### config.mk
export PLATFORM = sky130hd
export DESIGN_NAME = clk_freeze_ctrl
export DESIGN_NICKNAME = d
export VERILOG_FILES = /design/src/rtl/cfo_pkg.sv /design/src/rtl/cfo_mask_loader.sv /design/src/rtl/cfo_gate_cell.sv /design/src/rtl/clk_freeze_ctrl.sv
export SDC_FILE = /design/constraint.sdc
export NUM_CORES = 1
export LEC_CHECK = 0
export ABC_AREA = 0
export BUFFER_PORTS_ARGS = -buffer_cell sky130_fd_sc_hd__buf_4
export CAP_MARGIN = 20
export CORE_UTILIZATION = 45
export CTS_CLUSTER_SIZE = 20
export DETAILED_ROUTE_END_ITERATION = 8
export GPL_ROUTABILITY_DRIVEN = 0
export GPL_TIMING_DRIVEN = 0
export PLACE_DENSITY_LB_ADDON = 0.25
export SETUP_SLACK_MARGIN = 0.05
export SLEW_MARGIN = 20
export SYNTH_ARGS = -nofsm -noshare
export SYNTH_HDL_FRONTEND = slang
export SYNTH_HIERARCHICAL = 1
export SYNTH_SLANG_ARGS = --single-unit
export TNS_END_PERCENT = 5
### constraint.sdc
create_clock -name clk -period 0.8 [get_ports clk]
set_input_delay 0.12 -clock clk [delete_from_list [all_inputs] [get_ports clk]]
set_output_delay 0.12 -clock clk [all_outputs]
set_load 0.02 [all_outputs]
### src/rtl/cfo_pkg.sv
package cfo_pkg;
    // Number of gated clock outputs in the default configuration.
    localparam int unsigned OUT_COUNT = 12;
    // Smallest legal staging register width (shift needs two bits).
    localparam int unsigned MIN_WIDTH = 2;
endpackage

### src/rtl/cfo_mask_loader.sv
module cfo_mask_loader #(
    parameter int unsigned W = cfo_pkg::OUT_COUNT
) (
    input  logic         clk,
    input  logic         rst_n,
    input  logic         ser_din,
    input  logic         ser_load,
    output logic [W-1:0] mask_o
);
    typedef struct packed {
        logic [W-1:0] stage;
        logic [W-1:0] mask;
    } ld_state_t;

    ld_state_t st_d, st_q;

    always_comb begin
        st_d       = st_q;
        // MSB-first shift, newest bit enters at bit 0
        st_d.stage = {st_q.stage[W-2:0], ser_din};
        if (ser_load) begin
            st_d.mask = st_q.stage;
        end
    end

    always_ff @(posedge clk or negedge rst_n) begin
        if (!rst_n) begin
            st_q <= '0;
        end else begin
            st_q <= st_d;
        end
    end

    assign mask_o = st_q.mask;


    mask_hold_chk: assert property (@(posedge clk) disable iff (!rst_n)
        !ser_load |=> $stable(mask_o));

    initial begin
        width_ok_chk: assert (W >= cfo_pkg::MIN_WIDTH);
    end
endmodule

### src/rtl/cfo_gate_cell.sv
module cfo_gate_cell (
    input  logic clk,
    input  logic rst_n,
    input  logic src_clk,
    input  logic freeze,
    output logic gclk_o
);
    typedef struct packed {
        logic en;
    } gate_state_t;

    gate_state_t g_d, g_q;

    always_comb begin
        g_d = g_q;
        // enable follows the mask only during the source low phase
        if (!src_clk) begin
            g_d.en = ~freeze;
        end
    end

    always_ff @(posedge clk or negedge rst_n) begin
        if (!rst_n) begin
            g_q.en <= 1'b1;
        end else begin
            g_q <= g_d;
        end
    end

    assign gclk_o = src_clk & g_q.en;


    rise_with_src_chk: assert property (@(posedge clk) disable iff (!rst_n)
        $rose(gclk_o) |-> $rose(src_clk));


    fall_with_src_chk: assert property (@(posedge clk) disable iff (!rst_n)
        $fell(gclk_o) |-> $fell(src_clk));


    frozen_low_chk: assert property (@(posedge clk) disable iff (!rst_n)
        ($past(freeze) && !$past(src_clk)) |-> !gclk_o);


    enabled_follow_chk: assert property (@(posedge clk) disable iff (!rst_n)
        (!$past(freeze) && !$past(src_clk)) |-> (gclk_o == src_clk));
endmodule

### src/rtl/clk_freeze_ctrl.sv
module clk_freeze_ctrl #(
    parameter int unsigned NUM_OUT = cfo_pkg::OUT_COUNT
) (
    input  logic               clk,
    input  logic               rst_n,
    input  logic [NUM_OUT-1:0] src_clk,
    input  logic               ser_din,
    input  logic               ser_load,
    output logic [NUM_OUT-1:0] gclk
);
    logic [NUM_OUT-1:0] active_mask;

    cfo_mask_loader #(.W(NUM_OUT)) u_loader (
        .clk      (clk),
        .rst_n    (rst_n),
        .ser_din  (ser_din),
        .ser_load (ser_load),
        .mask_o   (active_mask)
    );

    // one independent gate per output
    for (genvar gi = 0; gi < NUM_OUT; gi++) begin : g_gate
        cfo_gate_cell u_cell (
            .clk     (clk),
            .rst_n   (rst_n),
            .src_clk (src_clk[gi]),
            .freeze  (active_mask[gi]),
            .gclk_o  (gclk[gi])
        );
    end
endmodule

Word-level counts from Yosys, hierarchy flattened
Index checks and enable logic that the tools add are counted.
{ "totals": {"register_bits": 36, "elab_cells": 38, "input_bits": 16, "output_inout_bits": 12} }
{ "classes": {"bitwise": 24} }
{ "ops": {"columns": ["operator", "n"], "rows": [
  ["$and A1 B1 Y1", 12],
  ["$not A1 Y1", 12]
]} }

Logic depth before layout (Yosys ltp)
{ "logic_depth": {"depth_word": 1, "depth_mapped": 2, "mapped_depth_nobuf": 2} }

Cells and area by module
The synthesis kept the hierarchy.
{ "modules_own_cells": {"columns": ["module", "area_per_inst_um2", "seq_area_each_um2", "cells_each", "instances"], "rows": [
  ["cfo_mask_loader", 874.6, 600.6, 49, 1],
  ["cfo_gate_cell", 42.5, 26.3, 3, 12]
]} }

Least setup slack after synthesis
OpenSTA, ideal clock, no wires.
{ "synth_timing": {"kind": "reg-to-reg", "start": "register g_gate[0].u_cell/g_q (netlist name)", "end": "register g_gate[0].u_cell.g_q", "n_path_buf": 0, "setup_slack_ns": -0.030, "required_ns": 0.727, "period_less_slack_ns": 0.830, "path_stages_with_launch": 3, "setup_ns": 0.073, "arrival_ns": 0.757, "cell_sequence": "dfstp_2 > and2_4 > o21bai_1"} }
{ "synth_rtl": {"columns": ["item", "line", "rtl"], "rows": [
  ["end signal, assigned", "cfo_gate_cell.sv:26", "g_q <= g_d;"],
  ["end, declared", "cfo_gate_cell.sv:12", "gate_state_t g_d, g_q;"]
]} }

Worst setup path in the final report
{ "layout_timing": {"start": "register g_gate[11].u_cell.g_q", "end": "output gclk[11]"} }
{ "layout_between": {"elab_chain_len": 1} }
{ "layout_lines": {"columns": ["item", "line", "rtl"], "rows": [
  ["start, declared", "cfo_gate_cell.sv:12", null],
  ["start signal, assigned", "cfo_gate_cell.sv:26", null],
  ["$and A1 B1 Y1", "cfo_gate_cell.sv:30", "assign gclk_o = src_clk & g_q.en;"],
  ["end, declared", "clk_freeze_ctrl.sv:9", "output logic [NUM_OUT-1:0] gclk"]
]} }
Every way passes these cells.

==> results.py <==
metrics = {
    "clocking": {
        "cts_buffers": 5,
        "cts_tree": "done",
        "clkLatencyLatePin_ns": 0.33,
        "cts_sinks": 36,
        "cts_buffer_depth": 2,
        "cts_root_buf": "clkbuf_4",
        "path_clk_slew_ns": 0.11,
        "h-tree-depth": 2,
    },
    "grt": {
        "grt_max_degree": 37,
        "grt_pass1_wl_um": 3808,
        "busiest_layer": "met2",
        "met1_usage": 0.1945,
        "grt_antenna_before_repair": 0,
        "grt_util_met3": 0.06122,
        "grt.total_usage": 0.1575,
        "overflow": 0,
        "grt_pass1_vias": 884,
        "use_met2": 0.2591,
    },
    "synth": {
        "mappedNetlistNets": 101,
        "synthFlopType": "dfrtp_1",
        "synthArstFlopShare": 1.000,
        "synth_largest_area_cell": "dfrtp_1",
        "syn_area_sq_um": 1385,
        "synth-seq-cells": 36,
        "synth-edff-count": 0,
        "avgSynthCellArea_sq_um": 16.30,
        "synth_most_common_cell": "dfrtp_1",
        "synth-seq-area-share": 0.6612,
        "synthTopCellsByCount": "24 x dfrtp_1, 12 x and2_4, 12 x buf_4, 12 x dfstp_2, 12 x o21bai_1",
        "syn_inst": 85,
        "yosys_warnings": 6,
        "synth_top_cells_by_area": "dfrtp_1 43%, dfstp_2 23%, mux2_4 11%",
        "synth_cell_types": 8,
        "synth_top_area_frac": 0.4336,
    },
    "timing": {
        "fin_worst_skew_ns": 0.009345,
        "slew_headroom": 0.7108,
        "hold_violations": 0,
        "fin_ws_ns": -0.4283,
        "tns_ns": -5.444,
        "slew_viol_final": 0,
        "fmax_mhz": 814.1,
        "finalCritPeriodShare": 1.535,
        "hold-worst-slack_ns": 0.07702,
        "setup_viol": 24,
        "rsz0062_at_grt": "true",
        "worstMarginPinSlew_ns": 0.4338,
        "finalWorstPathRequiredPeriod_ns": 1.228,
    },
    "power": {
        "switching_share": 0.2210,
        "worst_ir_drop_vdd_mv": 1.438,
        "p_clk_frac": 0.304,
        "switchingPower_mw": 0.8933,
        "p_seq_frac": 0.521,
        "power_per_cell_area_nw_per_um2": 2111,
        "p_comb_frac": 0.175,
        "power_mw": 4.042,
        "internal_power_mw": 3.148,
        "p_leak_nw": 0.9074,
    },
    "floorplan": {
        "start_util": 0.4896,
        "pin_count": 28,
        "coreArea_sq_um": 2829,
        "rows": 19,
        "die_w_um": 57.48,
        "die_h_um": 57.48,
        "die_area_sq_um": 3304,
    },
    "setup_path": {
        "start_kind": "flip-flop",
        "required_ns": 0.68,
        "crit_path_cell_trace": "and2_4, buf_6",
        "path_class": "flip-flop to output port",
        "cp-end-kind": "output port",
        "cp_top_family": "flip-flops",
        "worst-path-buf-inv": 1,
        "cpMaxStageDelayCell": "dfstp_2",
        "worst_ep_arrival_time_ns": 1.11,
        "cpPeakStageDelay_ns": 0.54,
        "cp_max_fo": 2,
    },
    "detailed_routing": {
        "drt-initial-drc-count": 16,
        "via_per_inst": 4.735,
        "wire_per_inst_um": 13.23,
        "firstDrtPassIters": 9,
        "route.vias.total": 786,
        "finalWirelength_um": 2196,
        "ant_nets": 0,
        "route.detailed.drc": 3,
    },
    "place": {
        "post-place-ws_ns": -0.07350,
        "dp_hpwl_um": 1244,
        "placed_cell_area_sq_um": 1627,
        "portBuffers": 27,
        "dp_cells": 143,
    },
    "run_status": {
        "failed_checks": "DRC, setup timing",
        "status": "finished, violations left",
    },
    "cells_and_area": {
        "fin_util": 0.6767,
        "antenna_cells": 0,
        "drive_above_1_share": 0.6296,
        "fin_nets": 150,
        "fillers": 205,
        "fin_area_sq_um": 1914,
        "layout-area-overhead-vs-synth_pct": 38.21,
        "fin_cells": 166,
    },
    "flow_run": {
        "maxCapViolations": 0,
    },
    "worst_hold_path": {
        "min_path_type": "primary input to flip-flop",
    },
}
-- cell families (layout without fill, tap and decap cells) --
| kind of cell | count (synthesis) | after routing | share of synthesized area |
|---|---|---|---|
| AO/OA/AOI/OAI | 12 | 12 | 0.06504 |
| flip-flops | 36 | 36 | 0.6612 |
| AND/OR/NAND/NOR | 12 | 12 | 0.07588 |
| multiplexers | 12 | 12 | 0.1247 |
| buffers and inverters | 13 | 63 | 0.07317 |
-- cell type report --
| class | count | area [sq um] | share of cell area |
|---|---|---|---|
| clock inverters | 2 | 35.03 | 0.01830 |
| multi-input cells | 36 | 386.6 | 0.2020 |
| clock buffers | 6 | 41.29 | 0.02157 |
| repair buffers | 42 | 395.4 | 0.2065 |
| well taps | 31 | 38.79 | 0.02026 |
| flip-flops and latches | 36 | 915.9 | 0.4784 |
| plain buffers | 13 | 101.3 | 0.05294 |
-- power groups by stage --
stage / combinational (mW) / sequential [mW] / clock [mW]
floorplan: 0.390 / 2.12 / 0
global placement: 0.574 / 2.13 / 0
detailed placement: 0.587 / 2.14 / 0
CTS: 0.687 / 2.11 / 1.29
global route: 0.763 / 2.13 / 1.37
finish: 0.707 / 2.11 / 1.23
-- registers in the layout, summed over array words and instances (netlist names) --
signal	flops
g_gate.u_cell/g_q	12
u_loader/mask_o	12
u_loader/st_d	11
u_loader/st_q	1
-- layout by cell type (no fill, tap or decap), drive strengths merged --
cell         instances
and2                12
buf                 41
clkinv               1
clkbuf               6
bufinv               1
mux2                12
dfstp               12
o21bai              12
dlygate4sd3         14
dfrtp               24
-- worst reg2reg max path, stage by stage, from the launching register on --
cell and delay, ns:
dfstp_2 0.54, and2_4 0.13, buf_4 0.10, o21bai_4 0.10
-- worst paths after layout --
kind	endpoint	start	slack, ns	cells past startpoint
hold reg to reg	u_loader/st_d[22]	u_loader/st_d[21]	0.38	0
max in group asynchronous	g_gate[1].u_cell/g_q	rst_n	0.18	2
min in group asynchronous	u_loader/mask_o[3]	rst_n	0.28	2
setup / recovery	gclk[11]	g_gate[11].u_cell/g_q	-0.43	2
hold / removal	u_loader/mask_o[0]	ser_load	0.08	2
setup reg to reg	g_gate[10].u_cell/g_q	g_gate[10].u_cell/g_q	-0.13	3
-- routing by layer --
layer / up-vias / wire length, um
li1: 368 / -
met5: - / 0
met2: 23 / 1120
met4: 0 / 22
met1: 391 / 939
met3: 4 / 113
-- timing repair --
item	in CTS	in global routing
endpoints found under the setup margin	35	36
gates resized for setup	13	2
setup buffers	0	1
hold buffers	14	0
hold endpoints to repair	37	0
No activity file was read; power rests on OpenSTA's default activity.
